## src/rtl/ssq_pkg.sv

```systemverilog
package ssq_pkg;
  localparam int unsigned DATA_W = 8;
  localparam int unsigned ADDR_W = 16;

  localparam logic [DATA_W-1:0] PUSH_SET  = 8'h30;
  localparam logic [DATA_W-1:0] PULL_MASK = 8'hCF;
  localparam logic [DATA_W-1:0] IDIS_BIT  = 8'h04;

  typedef enum logic [2:0] {
    RQ_RESET, RQ_NMI, RQ_IRQ, RQ_BRK, RQ_CALL, RQ_RET, RQ_IRET, RQ_STK
  } req_e;

  typedef enum logic [1:0] { SK_PUSH_ST, SK_PUSH_A, SK_PULL_ST, SK_PULL_A } stk_e;

  typedef enum logic [3:0] {
    SQ_RESET, SQ_NMI, SQ_IRQ, SQ_BRK, SQ_CALL, SQ_RET, SQ_IRET,
    SQ_PUSH_ST, SQ_PUSH_A, SQ_PULL_ST, SQ_PULL_A, SQ_SKIP
  } seq_e;

  typedef enum logic [3:0] {
    ST_IDLE, ST_RINIT, ST_PUSH_H, ST_PUSH_L, ST_PUSH_S, ST_VEC_L, ST_VEC_H,
    ST_DUMMY, ST_PULL_S, ST_PULL_L, ST_PULL_H, ST_PC_INC, ST_OPND_HI,
    ST_PUSH_B, ST_PULL_B, ST_SKIP
  } state_e;

  typedef enum logic [1:0] { SP_HOLD, SP_INC, SP_DEC, SP_LOAD } sp_op_e;

  // status image written to the stack by break / push-status
  function automatic logic [DATA_W-1:0] push_image(input logic [DATA_W-1:0] st);
    return st | PUSH_SET;
  endfunction

  // restore only the bits under the pull mask
  function automatic logic [DATA_W-1:0] pull_merge(input logic [DATA_W-1:0] old_st,
                                                   input logic [DATA_W-1:0] pulled);
    return (old_st & ~PULL_MASK) | (pulled & PULL_MASK);
  endfunction

  // N in bit 7, Z in bit 1
  function automatic logic [DATA_W-1:0] load_flags(input logic [DATA_W-1:0] st,
                                                   input logic [DATA_W-1:0] v);
    return {v[7], st[6:2], (v == '0), st[0]};
  endfunction

  function automatic state_e first_state(input seq_e s);
    case (s)
      SQ_RESET:                       return ST_RINIT;
      SQ_NMI, SQ_IRQ, SQ_BRK:         return ST_PUSH_H;
      SQ_PUSH_ST, SQ_PUSH_A:          return ST_PUSH_B;
      SQ_SKIP:                        return ST_SKIP;
      default:                        return ST_DUMMY;
    endcase
  endfunction

  function automatic logic [2:0] seq_code(input seq_e s);
    case (s)
      SQ_RESET: return 3'd0;
      SQ_NMI:   return 3'd1;
      SQ_IRQ, SQ_SKIP: return 3'd2;
      SQ_BRK:   return 3'd3;
      SQ_CALL:  return 3'd4;
      SQ_RET:   return 3'd5;
      SQ_IRET:  return 3'd6;
      default:  return 3'd7;
    endcase
  endfunction
endpackage

```

## src/rtl/ssq_arbiter.sv

```systemverilog
module ssq_arbiter
  import ssq_pkg::*;
(
  input  req_e       kind,
  input  stk_e       stk,
  input  logic       nmi_pend,
  input  logic       irq_pend,
  input  logic       irq_mask,
  output seq_e       seq
);
  always_comb begin
    if (kind == RQ_RESET)             seq = SQ_RESET;
    else if (nmi_pend)                seq = SQ_NMI;
    else if (irq_pend && !irq_mask)   seq = SQ_IRQ;
    else begin
      case (kind)
        RQ_NMI:  seq = SQ_NMI;
        RQ_IRQ:  seq = irq_mask ? SQ_SKIP : SQ_IRQ;
        RQ_BRK:  seq = SQ_BRK;
        RQ_CALL: seq = SQ_CALL;
        RQ_RET:  seq = SQ_RET;
        RQ_IRET: seq = SQ_IRET;
        default: begin
          case (stk)
            SK_PUSH_ST: seq = SQ_PUSH_ST;
            SK_PUSH_A:  seq = SQ_PUSH_A;
            SK_PULL_ST: seq = SQ_PULL_ST;
            default:    seq = SQ_PULL_A;
          endcase
        end
      endcase
    end
  end
endmodule

```

## src/rtl/ssq_sp_unit.sv

```systemverilog
module ssq_sp_unit
  import ssq_pkg::*;
#(
  parameter logic [DATA_W-1:0] PAGE    = 8'h01,
  parameter logic [DATA_W-1:0] SP_INIT = 8'hFF
) (
  input  logic              clk,
  input  logic              rst_n,
  input  sp_op_e            op,
  output logic [DATA_W-1:0] sp,
  output logic [ADDR_W-1:0] addr
);
  always_ff @(posedge clk or negedge rst_n) begin
    if (!rst_n) sp <= SP_INIT;
    else begin
      case (op)
        SP_INC:  sp <= sp + 1'b1;
        SP_DEC:  sp <= sp - 1'b1;
        SP_LOAD: sp <= SP_INIT;
        default: sp <= sp;
      endcase
    end
  end

  assign addr = {PAGE, sp};
endmodule

```

## src/rtl/stack_seq.sv

```systemverilog
module stack_seq
  import ssq_pkg::*;
#(
  parameter logic [DATA_W-1:0] STACK_PAGE = 8'h01,
  parameter logic [ADDR_W-1:0] VEC_NMI    = 16'hFFFA,
  parameter logic [ADDR_W-1:0] VEC_RST    = 16'hFFFC,
  parameter logic [ADDR_W-1:0] VEC_IRQ    = 16'hFFFE
) (
  input  logic              clk,
  input  logic              rst_n,
  input  logic              req_valid,
  input  logic [2:0]        req_kind,
  input  logic [1:0]        req_stk,
  input  logic [DATA_W-1:0] req_opnd,
  input  logic              nmi_pend,
  input  logic              irq_pend,
  input  logic [ADDR_W-1:0] pc_in,
  input  logic [DATA_W-1:0] status_in,
  input  logic [DATA_W-1:0] acc_in,
  output logic [ADDR_W-1:0] bus_addr,
  output logic [DATA_W-1:0] bus_wdata,
  output logic              bus_we,
  input  logic [DATA_W-1:0] bus_rdata,
  output logic [ADDR_W-1:0] pc_out,
  output logic              pc_we,
  output logic [DATA_W-1:0] status_out,
  output logic              status_we,
  output logic [DATA_W-1:0] acc_out,
  output logic              acc_we,
  output logic              xy_clr,
  output logic [DATA_W-1:0] sp_out,
  output logic              done,
  output logic [2:0]        done_kind
);
  state_e            state_q, state_d;
  seq_e              seq_q, seq_pick;
  sp_op_e            sp_op;
  logic [ADDR_W-1:0] stk_addr;
  logic [ADDR_W-1:0] pc_q;
  logic [DATA_W-1:0] st_q, acc_q, opnd_q, lo_q, hi_q;
  logic              accept;

  // named internal events used by the checker
  logic              entry_commit;
  logic              vec_fetch;

  function automatic logic [ADDR_W-1:0] vec_of(input seq_e s);
    case (s)
      SQ_RESET: return VEC_RST;
      SQ_NMI:   return VEC_NMI;
      default:  return VEC_IRQ;
    endcase
  endfunction

  ssq_arbiter u_arb (
    .kind     (req_e'(req_kind)),
    .stk      (stk_e'(req_stk)),
    .nmi_pend (nmi_pend),
    .irq_pend (irq_pend),
    .irq_mask (status_in[2]),
    .seq      (seq_pick)
  );

  ssq_sp_unit #(.PAGE(STACK_PAGE), .SP_INIT(8'hFF)) u_sp (
    .clk   (clk),
    .rst_n (rst_n),
    .op    (sp_op),
    .sp    (sp_out),
    .addr  (stk_addr)
  );

  assign accept       = (state_q == ST_IDLE) && req_valid;
  assign entry_commit = (state_q == ST_VEC_H) && (seq_q != SQ_RESET);
  assign vec_fetch    = (state_q == ST_VEC_L) || (state_q == ST_VEC_H);
  assign done_kind    = seq_code(seq_q);

  always_comb begin
    state_d    = state_q;
    sp_op      = SP_HOLD;
    bus_addr   = stk_addr;
    bus_wdata  = '0;
    bus_we     = 1'b0;
    pc_out     = {hi_q, lo_q};
    pc_we      = 1'b0;
    status_out = st_q;
    status_we  = 1'b0;
    acc_out    = '0;
    acc_we     = 1'b0;
    xy_clr     = 1'b0;
    done       = 1'b0;
    case (state_q)
      ST_IDLE: if (req_valid) state_d = first_state(seq_pick);
      ST_RINIT: begin
        sp_op      = SP_LOAD;
        status_out = '0;
        status_we  = 1'b1;
        acc_we     = 1'b1;
        xy_clr     = 1'b1;
        state_d    = ST_VEC_L;
      end
      ST_PUSH_H: begin
        bus_we    = 1'b1;
        bus_wdata = pc_q[15:8];
        sp_op     = SP_DEC;
        state_d   = ST_PUSH_L;
      end
      ST_PUSH_L: begin
        bus_we    = 1'b1;
        bus_wdata = pc_q[7:0];
        sp_op     = SP_DEC;
        state_d   = (seq_q == SQ_CALL) ? ST_OPND_HI : ST_PUSH_S;
      end
      ST_PUSH_S: begin
        bus_we    = 1'b1;
        bus_wdata = st_q;
        sp_op     = SP_DEC;
        state_d   = ST_VEC_L;
      end
      ST_VEC_L: begin
        bus_addr = vec_of(seq_q);
        state_d  = ST_VEC_H;
      end
      ST_VEC_H: begin
        bus_addr   = vec_of(seq_q) + 1'b1;
        pc_out     = {bus_rdata, lo_q};
        pc_we      = 1'b1;
        status_out = st_q | IDIS_BIT;
        status_we  = (seq_q != SQ_RESET);
        done       = 1'b1;
        state_d    = ST_IDLE;
      end
      ST_DUMMY: begin
        if (seq_q == SQ_CALL) state_d = ST_PUSH_H;
        else begin
          sp_op = SP_INC;
          case (seq_q)
            SQ_IRET: state_d = ST_PULL_S;
            SQ_RET:  state_d = ST_PULL_L;
            default: state_d = ST_PULL_B;
          endcase
        end
      end
      ST_PULL_S: begin
        status_out = pull_merge(st_q, bus_rdata);
        status_we  = 1'b1;
        sp_op      = SP_INC;
        state_d    = ST_PULL_L;
      end
      ST_PULL_L: begin
        sp_op   = SP_INC;
        state_d = ST_PULL_H;
      end
      ST_PULL_H: begin
        if (seq_q == SQ_RET) state_d = ST_PC_INC;
        else begin
          pc_out  = {bus_rdata, lo_q};
          pc_we   = 1'b1;
          done    = 1'b1;
          state_d = ST_IDLE;
        end
      end
      ST_PC_INC: begin
        pc_out  = {hi_q, lo_q} + 1'b1;
        pc_we   = 1'b1;
        done    = 1'b1;
        state_d = ST_IDLE;
      end
      ST_OPND_HI: begin
        bus_addr = pc_q;
        pc_out   = {bus_rdata, opnd_q};
        pc_we    = 1'b1;
        done     = 1'b1;
        state_d  = ST_IDLE;
      end
      ST_PUSH_B: begin
        bus_we    = 1'b1;
        bus_wdata = (seq_q == SQ_PUSH_ST) ? push_image(st_q) : acc_q;
        sp_op     = SP_DEC;
        done      = 1'b1;
        state_d   = ST_IDLE;
      end
      ST_PULL_B: begin
        status_we = 1'b1;
        if (seq_q == SQ_PULL_ST) status_out = pull_merge(st_q, bus_rdata);
        else begin
          status_out = load_flags(st_q, bus_rdata);
          acc_out    = bus_rdata;
          acc_we     = 1'b1;
        end
        done    = 1'b1;
        state_d = ST_IDLE;
      end
      default: begin
        done    = 1'b1;
        state_d = ST_IDLE;
      end
    endcase
  end

  always_ff @(posedge clk or negedge rst_n) begin
    if (!rst_n) begin
      state_q <= ST_IDLE;
      seq_q   <= SQ_SKIP;
      pc_q    <= '0;
      st_q    <= '0;
      acc_q   <= '0;
      opnd_q  <= '0;
      lo_q    <= '0;
      hi_q    <= '0;
    end else begin
      state_q <= state_d;
      if (accept) begin
        seq_q  <= seq_pick;
        pc_q   <= (seq_pick == SQ_BRK) ? pc_in + 1'b1 : pc_in;
        st_q   <= (seq_pick == SQ_BRK) ? push_image(status_in) : status_in;
        acc_q  <= acc_in;
        opnd_q <= req_opnd;
      end
      if (state_q == ST_VEC_L || state_q == ST_PULL_L) lo_q <= bus_rdata;
      if (state_q == ST_PULL_H) hi_q <= bus_rdata;
    end
  end
endmodule

```

## config.mk

```make
export PLATFORM = sky130hd
export DESIGN_NAME = stack_seq
export DESIGN_NICKNAME = d
export VERILOG_FILES = /design/src/rtl/ssq_pkg.sv /design/src/rtl/ssq_arbiter.sv /design/src/rtl/ssq_sp_unit.sv /design/src/rtl/stack_seq.sv
export SDC_FILE = /design/constraint.sdc
export NUM_CORES = 1
export LEC_CHECK = 0
export BUFFER_PORTS_ARGS = -buffer_cell sky130_fd_sc_hd__buf_4
export CORE_UTILIZATION = 25
export CTS_CLUSTER_SIZE = 20
export DETAILED_ROUTE_END_ITERATION = 16
export MAX_ROUTING_LAYER = met4
export PLACE_DENSITY = 0.53
export SYNTH_ARGS = -nofsm -noshare
export SYNTH_HDL_FRONTEND = slang
export SYNTH_SLANG_ARGS = --single-unit
```

## constraint.sdc

```tcl
create_clock -name clk -period 7.47 [get_ports clk]
set_clock_uncertainty 0.2 [all_clocks]
set_input_delay 1.1205 -clock clk [delete_from_list [all_inputs] [get_ports clk]]
set_output_delay 1.1205 -clock clk [all_outputs]
set_load 0.01 [all_outputs]
```

# After elaboration in Yosys (flattened, before gate mapping)
# Memory sizes are Yosys's and may differ from the RTL's.
# Cells that the tools add are included.
# totals
ff_bits	72
romBits	48
in_bits	58
out_inout_bits	73
elab_cells	111
n_memories	1
# memory_table
name	depth	width	read_ports	rd_clocked_by_memory_dff	write_ports	line_no	source
(no name shown)	16	3	1	0	0	ssq_pkg.sv:56	case (s)
# classes
add_sub_neg	5
n_eq_ne	38
n_mux	37
bitwise	1
reduce_logical	20
# op_table
cell	n
16-bit one-hot mux with 4 select lines	1
8-bit one-hot mux with 4 select lines	2
16-bit by 1-bit adder with 16-bit output, second input constant	3
16-bit two-way mux	3
16-bit one-hot mux with 3 select lines	1
4-bit == test, second input constant	10
4-bit by 3-bit == test with 1-bit output, second input constant	9
4-bit one-hot mux with 9 select lines	1
4-bit two-way mux	8
8-bit two-way mux	4
4-bit one-hot mux with 6 select lines	1
8-bit one-hot mux with 3 select lines	1
4-bit by 2-bit == test with 1-bit output, second input constant	4
4-bit one-hot mux with 4 select lines	1
4-bit by 1-bit == test with 1-bit output, second input constant	3
4-bit logical NOT	3
3-bit one-hot mux with 2 select lines	2
4-bit one-hot mux with 3 select lines	1
3-bit == test, second input constant	3
3-bit OR reduction	3
9-bit OR reduction	1
8-bit by 1-bit adder with 8-bit output, second input constant	1
8-bit logical NOT	1
6-bit by 8-bit bitwise OR with 8-bit output	1
19 further kinds	33

# Logic depth before layout (Yosys ltp)
# Gate-level depths: netlist of run 1.
# logic_depth
depth_word	11
ltp_mapped	14
mapped_depth_nobuf	13

# Cells and area by module
# From an unflattened synthesis of run 1, not the netlist that was laid out.
# unflattened
hier_cells	626
hier_area_um2	5342.6
# by_module_without_submodules
mod	n_inst	cells_each	area_per_inst_um2
stack_seq	1	504	4345.4
ssq_sp_unit	1	100	850.8
ssq_arbiter	1	22	146.4

# Worst setup path before layout of run 1
# No wires, ideal clock.
# synth_timing
kind	register to output
from	register seq_q[1]
to	output pc_out[11]
arrival_time_ns	1.759
required_ns	6.149
slack_ns	4.390
path_stages_with_launch	8
path_buffers	1
cell_sequence	dfstp_2 buf_4 nand4bb_2 nand2_1 a311oi_4 nor2_2 o21ai_0 o311ai_1
# synth_between
elab_chain_cells	3
# synth_rtl
item	line_no	source
start: declaration	stack_seq.sv:36	seq_e seq_q, seq_pick;
start signal: assignment	stack_seq.sv:213	seq_q <= seq_pick;
4-bit by 3-bit == test with 1-bit output	stack_seq.sv:154	if (seq_q == SQ_RET) state_d = ST_PC_INC;
16-bit two-way mux	stack_seq.sv:154	
16-bit one-hot mux with 4 select lines	stack_seq.sv:91	case (state_q)
end: declaration	stack_seq.sv:24	output logic [ADDR_W-1:0] pc_out,
# Every way passes these cells.

# Final worst setup path of run 1
# layout_timing
from	register state_q[2]
to	output pc_out[11]
# layout_between
elab_chain_cells	2
elab_cells_between_ends	5
classes_between	eq/ne (4); mux (1)
# layout_rtl
item	line_no	source
start: declaration	stack_seq.sv:35	state_e state_q, state_d;
start signal: assignment	stack_seq.sv:211	state_q <= state_d;
4-bit == test / 4-bit by 3-bit == test with 1-bit output (equally long branches)	stack_seq.sv:91	
16-bit one-hot mux with 4 select lines (*)	stack_seq.sv:91	
# Mark *: on every way between the ends. The rest lies on a longest branch, timed or not.

==> impl_summary.log, run 1 <==
INFO  metric status = completed
INFO  metric ff2ff_setup_slack = 3.75 ns
INFO  metric critical_path.reg2reg.endpoint = u_sp.sp[6]$_DFFE_PN1P_
INFO  metric critical_path_class = register to output port
INFO  metric cp_data_required_time = 6.15 ns
INFO  metric postSynthAreaPerCell = 8.71 sq um
INFO  metric synth_enable_flop_cells = 0
INFO  metric timing.final.setup_violations = 0
INFO  metric worstPathArrival = 2.76 ns
INFO  metric groute.layer.met3.usage = 2.52%
INFO  metric preCtsSetupSlack = 3.75 ns
INFO  metric cts.sinks = 72
INFO  metric share_of_cells_above_drive_strength_1 = 32.7%
INFO  metric area_delta_synth_final = 28.4%
INFO  metric async_sr_flop_fraction = 100%
INFO  metric clock_tree_from_tritoncts = yes
INFO  metric gr-usage-met2 = 25.2%
INFO  metric rr_worst_depth = 11
INFO  metric rsz0062_at_grt = no
INFO  metric root_buffer = sky130_fd_sc_hd__clkbuf_16
INFO  metric cts_setup_buffers = 0
INFO  metric area_of_all_placed_cells_without_fillers = 0.00685 sq mm
INFO  metric vias_in_the_first_global_route = 4811
INFO  metric gr-usage-all-layers = 16.3%
INFO  metric maxCapViolCount = 0
INFO  metric slew_worst_pin = 1.03 ns
INFO  metric primary_flip_flop_cell_chosen_by_synthesis_mapping = sky130_fd_sc_hd__dfrtp_1
INFO  metric detail_route.iter0.violations = 220
INFO  metric power_density = 465 mW/mm^2
INFO  metric final_net_count = 795
INFO  metric fp.dieArea = 0.0219 sq mm
INFO  metric finalCoreUtilization = 32.7%
INFO  metric detail-route-antenna-nets = 0
INFO  metric netlist_area = 0.00534 sq mm
INFO  metric worstSkewPairLatency = 0.34 ns
INFO  metric regToRegStartpoint = state_q[2]$_DFFE_PN0P_
INFO  metric cp-endpoint = pc_out[11]
INFO  metric grt_first_pass_wirelength = 26.9 mm
INFO  metric drc = 0
INFO  metric cts.reportedPaths.clkPinSlew = 0.06 ns
INFO  metric synthesis.yosys.warnings = 0
INFO  metric cts-hold-fix-buffers = 0
INFO  metric placed_area = 0.00653 sq mm
INFO  metric placement.io_buffers = 130
INFO  metric initial_core_util = 25.5%
INFO  metric post_drt_wl_per_cell = 17.1 um
INFO  metric die_width = 148 um
INFO  metric dr.pass1.iters = 5
INFO  metric netlist_instances = 613
INFO  metric number_of_ports_placed_on_the_die_boundary = 131
INFO  metric detailedPlacementHpwl = 13.0 mm
INFO  metric timing.final.hold_violations = 0
INFO  metric rows = 53
INFO  metric critical_path.startpoint_type = register
INFO  metric synthesis.nets = 683
INFO  metric grt_overflow = 0
INFO  metric chipHeight = 148 um
INFO  metric post_cts_resize_count = 0
INFO  metric core_region_area = 0.0210 sq mm
INFO  metric hp-class = register to register
INFO  metric cts_inserted_buffers = 9
INFO  metric dp.cells = 989
INFO  metric relSlewSlack = 31.0%
INFO  metric yosysSeqAreaShare = 34.0%
INFO  metric synth-seq-cells = 72
INFO  metric h_tree_lvl_count = 3
INFO  metric n_antenna_cell = 0
INFO  metric fmax = 245 MHz
INFO  metric route.detailed.vias_per_inst = 5.01
INFO  metric synthDistinctLibCells = 74
INFO  metric max-clock-path-buffers = 2
INFO  metric timing.final.max_slew_violations = 0
INFO  metric post-route-min-period = 4.08 ns
INFO  metric fin_tns_setup = 0 ns
INFO  metric met1_grt_util = 21.1%
INFO  metric leakagePower = 0.00293 uW
INFO  metric number_of_antenna_violations_at_the_first_check_in_global_routing = 0
INFO  metric peak_supply_drop = 186 uV
INFO  metric crit_fanout = 22
INFO  metric top_usage_layer = met2
INFO  metric layout_worst_path_cycle_share = 54.7%
INFO  metric final_critical_path_setup_slack = 3.39 ns
INFO  metric vias = 5036
INFO  metric crit_path_end_kind = output port
INFO  metric routed_wirelength = 17.2 mm
INFO  metric cp-startpoint = state_q[2]$_DFFE_PN0P_
INFO  metric grt_max_degree = 73
INFO  metric final_cells = 1005
INFO  metric finalWeightedCongestion = 0.850
==> synth_stat cells, types with 3 or more instances <==
master / n / area, sq um
sky130_fd_sc_hd__and4_1: 4 / 35.0
sky130_fd_sc_hd__and3_1: 7 / 43.8
sky130_fd_sc_hd__nand4_1: 3 / 18.8
sky130_fd_sc_hd__o21ai_0: 39 / 195
sky130_fd_sc_hd__nand2_1: 86 / 323
sky130_fd_sc_hd__xor2_1: 3 / 26.3
sky130_fd_sc_hd__dfstp_2: 11 / 289
sky130_fd_sc_hd__o22a_1: 3 / 26.3
sky130_fd_sc_hd__nor2b_1: 9 / 56.3
sky130_fd_sc_hd__a31oi_1: 10 / 62.6
sky130_fd_sc_hd__mux2_2: 39 / 439
sky130_fd_sc_hd__o31ai_1: 3 / 22.5
sky130_fd_sc_hd__mux2i_1: 9 / 90.1
sky130_fd_sc_hd__xnor2_1: 19 / 166
sky130_fd_sc_hd__nor4_2: 8 / 100
sky130_fd_sc_hd__dfrtp_1: 61 / 1530
sky130_fd_sc_hd__clkbuf_1: 11 / 41.3
sky130_fd_sc_hd__nor4b_1: 3 / 26.3
sky130_fd_sc_hd__a221o_1: 12 / 120
sky130_fd_sc_hd__a22oi_1: 8 / 60.1
sky130_fd_sc_hd__nor2_1: 56 / 210
sky130_fd_sc_hd__o311ai_1: 5 / 43.8
sky130_fd_sc_hd__a22o_1: 3 / 26.3
sky130_fd_sc_hd__o21ai_1: 20 / 100
sky130_fd_sc_hd__a21oi_1: 23 / 115
sky130_fd_sc_hd__inv_1: 13 / 48.8
sky130_fd_sc_hd__nor3_1: 10 / 50.1
sky130_fd_sc_hd__nand2b_1: 5 / 31.3
sky130_fd_sc_hd__nor4_1: 5 / 31.3
sky130_fd_sc_hd__or2_2: 6 / 37.5
sky130_fd_sc_hd__nor2_2: 4 / 25.0
sky130_fd_sc_hd__buf_2: 17 / 85.1
sky130_fd_sc_hd__ha_1: 11 / 138
sky130_fd_sc_hd__and2_1: 10 / 62.6
sky130_fd_sc_hd__o22ai_1: 3 / 18.8
sky130_fd_sc_hd__nand3_1: 23 / 115
sky130_fd_sc_hd__buf_4: 3 / 22.5
==> through the flow <==
stage | total power, uW | hold WS, ns
detailed placement | 2730 | 0.298
floorplan | 2000 | 0.264
global route | 3440 | 0.331
finish | 3190 | 0.308
global placement | 2710 | 0.290
CTS | 3220 | 0.311
==> registers in the layout, indices dropped and copies added (netlist names) <==
signal and cells:
acc_q 8, hi_q 8, lo_q 8, opnd_q 8
pc_q 16, seq_q 4, st_q 8, state_q 4
u_sp.sp 8
==> placed cells by master, fill, tap and decap left out, drive strengths merged, types with 11 or more instances in the layout <==
cell type  synthesis  layout
nand3             24      24
inv               15      18
nor4              13      13
buf               22     134
o21ai             59      59
a21oi             25      25
ha                11      11
dfrtp             61      61
nand2             86      86
xnor2             19      19
nor3              11      11
a221o             12      12
and2              11      11
dfstp             11      11
mux2              39      39
nor2              61      61
==> worst max-delay path: stages, from the launching register on <==
cell and delay [ns]:
sky130_fd_sc_hd__dfrtp_1 0.77, sky130_fd_sc_hd__nand2_1 0.35, sky130_fd_sc_hd__a311oi_4 0.62, sky130_fd_sc_hd__nor2_2 0.19, sky130_fd_sc_hd__o21ai_0 0.20, sky130_fd_sc_hd__o311ai_1 0.11, sky130_fd_sc_hd__buf_4 0.18
==> how the worst min path moves through the flow <==
stage                          from  slack, ns  cells past startpoint                   end
2_1_floorplan   st_q[4]$_DFFE_PN0P_       0.26                      2   st_q[4]$_DFFE_PN0P_
3_3_place_gp   acc_q[7]$_DFFE_PN0P_       0.29                      1  acc_q[7]$_DFFE_PN0P_
6_report       acc_q[5]$_DFFE_PN0P_       0.31                      1  acc_q[5]$_DFFE_PN0P_
3_5_place_dp   acc_q[5]$_DFFE_PN0P_       0.30                      1  acc_q[5]$_DFFE_PN0P_
4_1_cts        acc_q[5]$_DFFE_PN0P_       0.31                      1  acc_q[5]$_DFFE_PN0P_
5_1_grt        acc_q[7]$_DFFE_PN0P_       0.33                      1  acc_q[7]$_DFFE_PN0P_
==> report_power, final <==
part / internal, uW / total, uW / switching, uW
clock network: 296 / 477 / 181
logic: 879 / 1870 / 989
registers: 607 / 841 / 234
==> metal layers <==
layer | part of all wire (%) | vias to the layer above | wire length [um]
met5 | 0 | - | 0
met4 | 2.9 | 0 | 500
met3 | 4.5 | 30 | 769
met2 | 47 | 147 | 8010
met1 | 46 | 2403 | 7880
li1 | - | 2456 | -
==> cell families (layout without fill, tap and decap cells) <==
| group | after synthesis | after routing | synth area share, % |
|---|---|---|---|
| xor gates and xnor gates | 22 | 22 | 3.61 |
| DFF | 72 | 72 | 34.0 |
| muxes | 48 | 48 | 9.92 |
| AOI/OAI and AO/OA | 153 | 153 | 19.9 |
| adders and majority gates | 12 | 12 | 2.95 |
| buffers and inverters | 49 | 166 | 4.34 |
| and+or+nand+nor | 257 | 257 | 25.3 |
==> cell type report <==
| type | instances | area [sq um] |
|---|---|---|
| flip-flops and latches | 72 | 1820 |
| multi-input cells | 492 | 3300 |
| inverters | 16 | 60.1 |
| clock buffers | 9 | 225 |
| well taps | 275 | 344 |
| repair buffers | 134 | 1010 |
| fillers | 2247 | 14100 |
| clock inverters | 7 | 103 |
(Power assumes the default switching activity.)
==> run 2, diff against run 1 <==
--- a/config.mk
+++ b/config.mk
@@ -5,6 +5,7 @@
 export SDC_FILE = /design/constraint.sdc
 export NUM_CORES = 1
 export LEC_CHECK = 0
+export ABC_AREA = 1
 export BUFFER_PORTS_ARGS = -buffer_cell sky130_fd_sc_hd__buf_4
 export CORE_UTILIZATION = 25
 export CTS_CLUSTER_SIZE = 20
==> constraint.sdc (replaced) <==
create_clock -name clk -period 4.2 [get_ports clk]
set_clock_uncertainty 0.2 [all_clocks]
set_input_delay 0.63 -clock clk [delete_from_list [all_inputs] [get_ports clk]]
set_output_delay 0.63 -clock clk [all_outputs]
set_load 0.01 [all_outputs]
==> impl_summary.log, run 2 <==
INFO  metric timing.final.max_slew_violations = 0 (unchanged)
INFO  metric fin_tns_setup = 0 ns (unchanged)
INFO  metric worstSkewPairLatency = 0.34 ns (about the same)
INFO  metric h_tree_lvl_count = 3 (unchanged)
INFO  metric die_width = 147 um (was 148 um)
INFO  metric final_net_count = 973 (was 795)
INFO  metric met2_wirelength = 8.52 mm (was 8.01 mm)
INFO  metric fill_cells = 2250 (was 2247)
INFO  metric critical_path.startpoint_type = register (unchanged)
INFO  metric detailroute.wirelength.met3 = 1.33 mm (was 769 um)
INFO  metric rows = 52 (was 53)
INFO  metric hp-class = input port to async pin (was register to register)
INFO  metric drc = 0 (unchanged)
INFO  metric cts_inserted_buffers = 9 (unchanged)
INFO  metric detail-route-antenna-nets = 0 (unchanged)
INFO  metric primary_flip_flop_cell_chosen_by_synthesis_mapping = sky130_fd_sc_hd__dfrtp_1 (unchanged)
INFO  metric timing.final.hold_violations = 0 (unchanged)
INFO  metric hold_ws = 0.223 ns (was 0.308 ns)
INFO  metric core_region_area = 0.0205 sq mm (was 0.0210 sq mm)
INFO  metric detailedPlacementHpwl = 14.6 mm (was 13.0 mm)
INFO  metric timing.final.setup_violations = 0 (unchanged)
INFO  metric power = 5470 uW (was 3190 uW)
INFO  metric status = completed (unchanged)
INFO  metric synth_top_area_share = 28.8% (was 28.6%)
INFO  metric detail_route.iter0.violations = 303 (was 220)
INFO  metric crit_path_end_kind = output port (unchanged)
INFO  metric synthesis.yosys.warnings = 0 (unchanged)
INFO  metric cts.sinks = 72 (unchanged)
INFO  metric share_of_cells_above_drive_strength_1 = 24.3% (was 32.7%)
INFO  metric synth.most_common_cell = sky130_fd_sc_hd__nand2_1 (unchanged)
INFO  metric n_antenna_cell = 0 (unchanged)
INFO  metric rsz0062_at_grt = no (unchanged)
INFO  metric crit_fanout = 10 (was 22)
INFO  metric placement.io_buffers = 130 (unchanged)
INFO  metric area_of_all_placed_cells_without_fillers = 0.00688 sq mm (was 0.00685 sq mm)
INFO  metric fmax = 312 MHz
INFO  metric worstPathArrival = 2.37 ns (was 2.76 ns)
INFO  metric maxCapViolCount = 0 (unchanged)
INFO  metric route.top_layer_used = met4 (unchanged)
INFO  metric grt_max_degree = 73 (unchanged)
INFO  metric relSlewSlack = 36.6% (was 31.0%)
INFO  metric rr_worst_depth = 15 (was 11)
INFO  metric async_sr_flop_fraction = 100% (unchanged)
INFO  metric ff2ff_setup_slack = 1.30 ns (was 3.75 ns)
INFO  metric dr.pass1.iters = 5 (unchanged)
INFO  metric synth_enable_flop_cells = 0 (unchanged)
INFO  metric synth_common_cells = sky130_fd_sc_hd__nand2_1, sky130_fd_sc_hd__inv_1, sky130_fd_sc_hd__nor2_1 (was sky130_fd_sc_hd__nand2_1, sky130_fd_sc_hd__dfrtp_1, sky130_fd_sc_hd__nor2_1)
INFO  metric cp_data_required_time = 3.37 ns (was 6.15 ns)
INFO  metric gr-usage-all-layers = 18.0% (was 16.3%)
INFO  metric grt_overflow = 0 (unchanged)
INFO  metric post_cts_resize_count = 0 (unchanged)
INFO  metric slew_worst_pin = 0.951 ns (was 1.03 ns)
INFO  metric placed_area = 0.00657 sq mm (was 0.00653 sq mm)
INFO  metric post_drt_wl_per_cell = 15.8 um (was 17.1 um)
INFO  metric layout_common_cells = sky130_fd_sc_hd__nand2_1, sky130_fd_sc_hd__buf_4, sky130_fd_sc_hd__inv_1, sky130_fd_sc_hd__nor2_1, sky130_fd_sc_hd__o21ai_0 (was sky130_fd_sc_hd__buf_4, sky130_fd_sc_hd__nand2_1, sky130_fd_sc_hd__dfrtp_1, sky130_fd_sc_hd__nor2_1)
INFO  metric critical_path_class = register to output port (unchanged)
INFO  metric number_of_ports_placed_on_the_die_boundary = 131 (unchanged)
INFO  metric cts.reportedPaths.clkPinSlew = 0.06 ns (about the same)
INFO  metric cts-hold-fix-buffers = 0 (unchanged)
INFO  metric number_of_antenna_violations_at_the_first_check_in_global_routing = 0 (unchanged)
INFO  metric grt_first_pass_wirelength = 29.4 mm (was 26.9 mm)
INFO  metric regToRegStartpoint = state_q[1]$_DFFE_PN0P_ (was state_q[2]$_DFFE_PN0P_)
INFO  metric chipHeight = 147 um (was 148 um)
INFO  metric yosysSeqAreaShare = 34.3% (was 34.0%)
INFO  metric synth-seq-cells = 72 (unchanged)
INFO  metric finalWeightedCongestion = 0.920 (was 0.850)
INFO  metric wl_met1 = 8.55 mm (was 7.88 mm)
INFO  metric fp.dieArea = 0.0218 sq mm (was 0.0219 sq mm)
INFO  metric layout_worst_path_cycle_share = 76.3%
INFO  metric initial_core_util = 25.8% (was 25.5%)
INFO  metric clock_tree_from_tritoncts = yes (unchanged)
INFO  metric netlist_instances = 774 (was 613)
INFO  metric routed_wirelength = 18.6 mm (was 17.2 mm)
INFO  metric power_density = 796 mW/mm^2 (was 465 mW/mm^2)
INFO  metric leakagePower = 0.00337 uW (was 0.00293 uW)
INFO  metric registers.top_by_ff_count = pc_q (unchanged)
INFO  metric root_buffer = sky130_fd_sc_hd__clkbuf_16 (unchanged)
INFO  metric max-clock-path-buffers = 2 (unchanged)
INFO  metric largest_reg_flops = 16 (unchanged)
INFO  metric final_common_cell = sky130_fd_sc_hd__nand2_1 (was sky130_fd_sc_hd__buf_4)
INFO  metric postSynthAreaPerCell = 6.84 sq um (was 8.71 sq um)
INFO  metric synthesis.nets = 844 (was 683)
INFO  metric netlist_area = 0.00529 sq mm (was 0.00534 sq mm)
INFO  metric vias_in_the_first_global_route = 5309 (was 4811)
INFO  metric synth_largest_area_cell = sky130_fd_sc_hd__dfrtp_1 (unchanged)
INFO  metric synthDistinctLibCells = 44 (was 74)
INFO  metric route.detailed.vias_per_inst = 4.76 (was 5.01)
INFO  metric peak_supply_drop = 256 uV (was 186 uV)
INFO  metric biggest_area_contributors_in_the_synthesized_netlist = sky130_fd_sc_hd__dfrtp_1, sky130_fd_sc_hd__nand2_1, sky130_fd_sc_hd__o21ai_0, sky130_fd_sc_hd__inv_1, sky130_fd_sc_hd__dfstp_2 (was sky130_fd_sc_hd__dfrtp_1, sky130_fd_sc_hd__mux2_2, sky130_fd_sc_hd__nand2_1, sky130_fd_sc_hd__dfstp_2, sky130_fd_sc_hd__nor2_1)
INFO  metric post-route-min-period = 3.20 ns
INFO  metric vias = 5609 (was 5036)
INFO  metric critical_path.reg2reg.endpoint = u_sp.sp[6]$_DFFE_PN1P_ (unchanged)
INFO  metric area_delta_synth_final = 30.0% (was 28.4%)
INFO  metric cts_setup_buffers = 0 (unchanged)
## run 2: per-stage QoR
stage,instances,util (%),worst slack [ns]
after detailed placement,1162,32.1,1.35
after floorplan,774,-,1.67
after global routing,1178,33.6,0.786
after global placement,1162,32.1,1.42
final,1178,33.6,0.997
after CTS,1178,33.6,1.02
## run 2: worst max-delay path by stage
| stage | from | end | slack, ns | depth (start not counted) |
|---|---|---|---|---|
| finish | state_q[3]$_DFFE_PN0P_ | bus_wdata[7] | 1.0 | 6 |
| global placement | state_q[1]$_DFFE_PN0P_ | pc_out[15] | 1.42 | 10 |
| CTS | state_q[1]$_DFFE_PN0P_ | pc_out[15] | 1.02 | 10 |
| global route | seq_q[2]$_DFFE_PN0P_ | bus_wdata[6] | 0.79 | 8 |
| detailed placement | state_q[1]$_DFFE_PN0P_ | u_sp.sp[6]$_DFFE_PN1P_ | 1.35 | 15 |
| floorplan | state_q[1]$_DFFE_PN0P_ | u_sp.sp[6]$_DFFE_PN1P_ | 1.67 | 15 |
## run 2: cell families (layout without fill, tap and decap cells)
group | after synthesis | after routing | synth area share (%)
AOI/OAI and AO/OA | 151 | 151 | 17.0
buffers and inverters | 127 | 261 | 9.41
xor gates and xnor gates | 18 | 18 | 2.98
adders and majority gates | 12 | 12 | 2.98
and+or+nand+nor | 394 | 394 | 33.3
DFF | 72 | 72 | 34.3
## run 2: where the power goes
group	total (uW)	switching [uW]	internal, uW	leakage (uW)
clock network	809	290	519	0.000151
logic	3260	1950	1310	0.00235
registers	1400	318	1080	0.000861
total	5470	2560	2910	0.00337
## run 2: layout make-up
type                            count  area [sq um]  area share, %
Clock buffer                       12           236           3.44
Clock inverter                      4          70.1           1.02
Inverter                          110           413           6.00
Multi-Input combinational cell    575          2980           43.3
Sequential cell                    72          1820           26.4
Tap cell                          270           338           4.91
Timing Repair Buffer              135          1030           14.9
## run 2: critical path: stages, from the launching register on
cell and delay (ns):
sky130_fd_sc_hd__dfrtp_1 0.43, sky130_fd_sc_hd__nor2_1 0.23, sky130_fd_sc_hd__inv_2 0.12, sky130_fd_sc_hd__nor2_1 0.63
sky130_fd_sc_hd__inv_1 0.09, sky130_fd_sc_hd__o2111ai_1 0.35, sky130_fd_sc_hd__buf_4 0.19
## run 2: routing by layer
metal	vias up	GRT usage, %
li1	2791	-
met1	2594	24.3
met2	213	27.9
met3	11	3.77
met4	0	3.09
met5	-	-
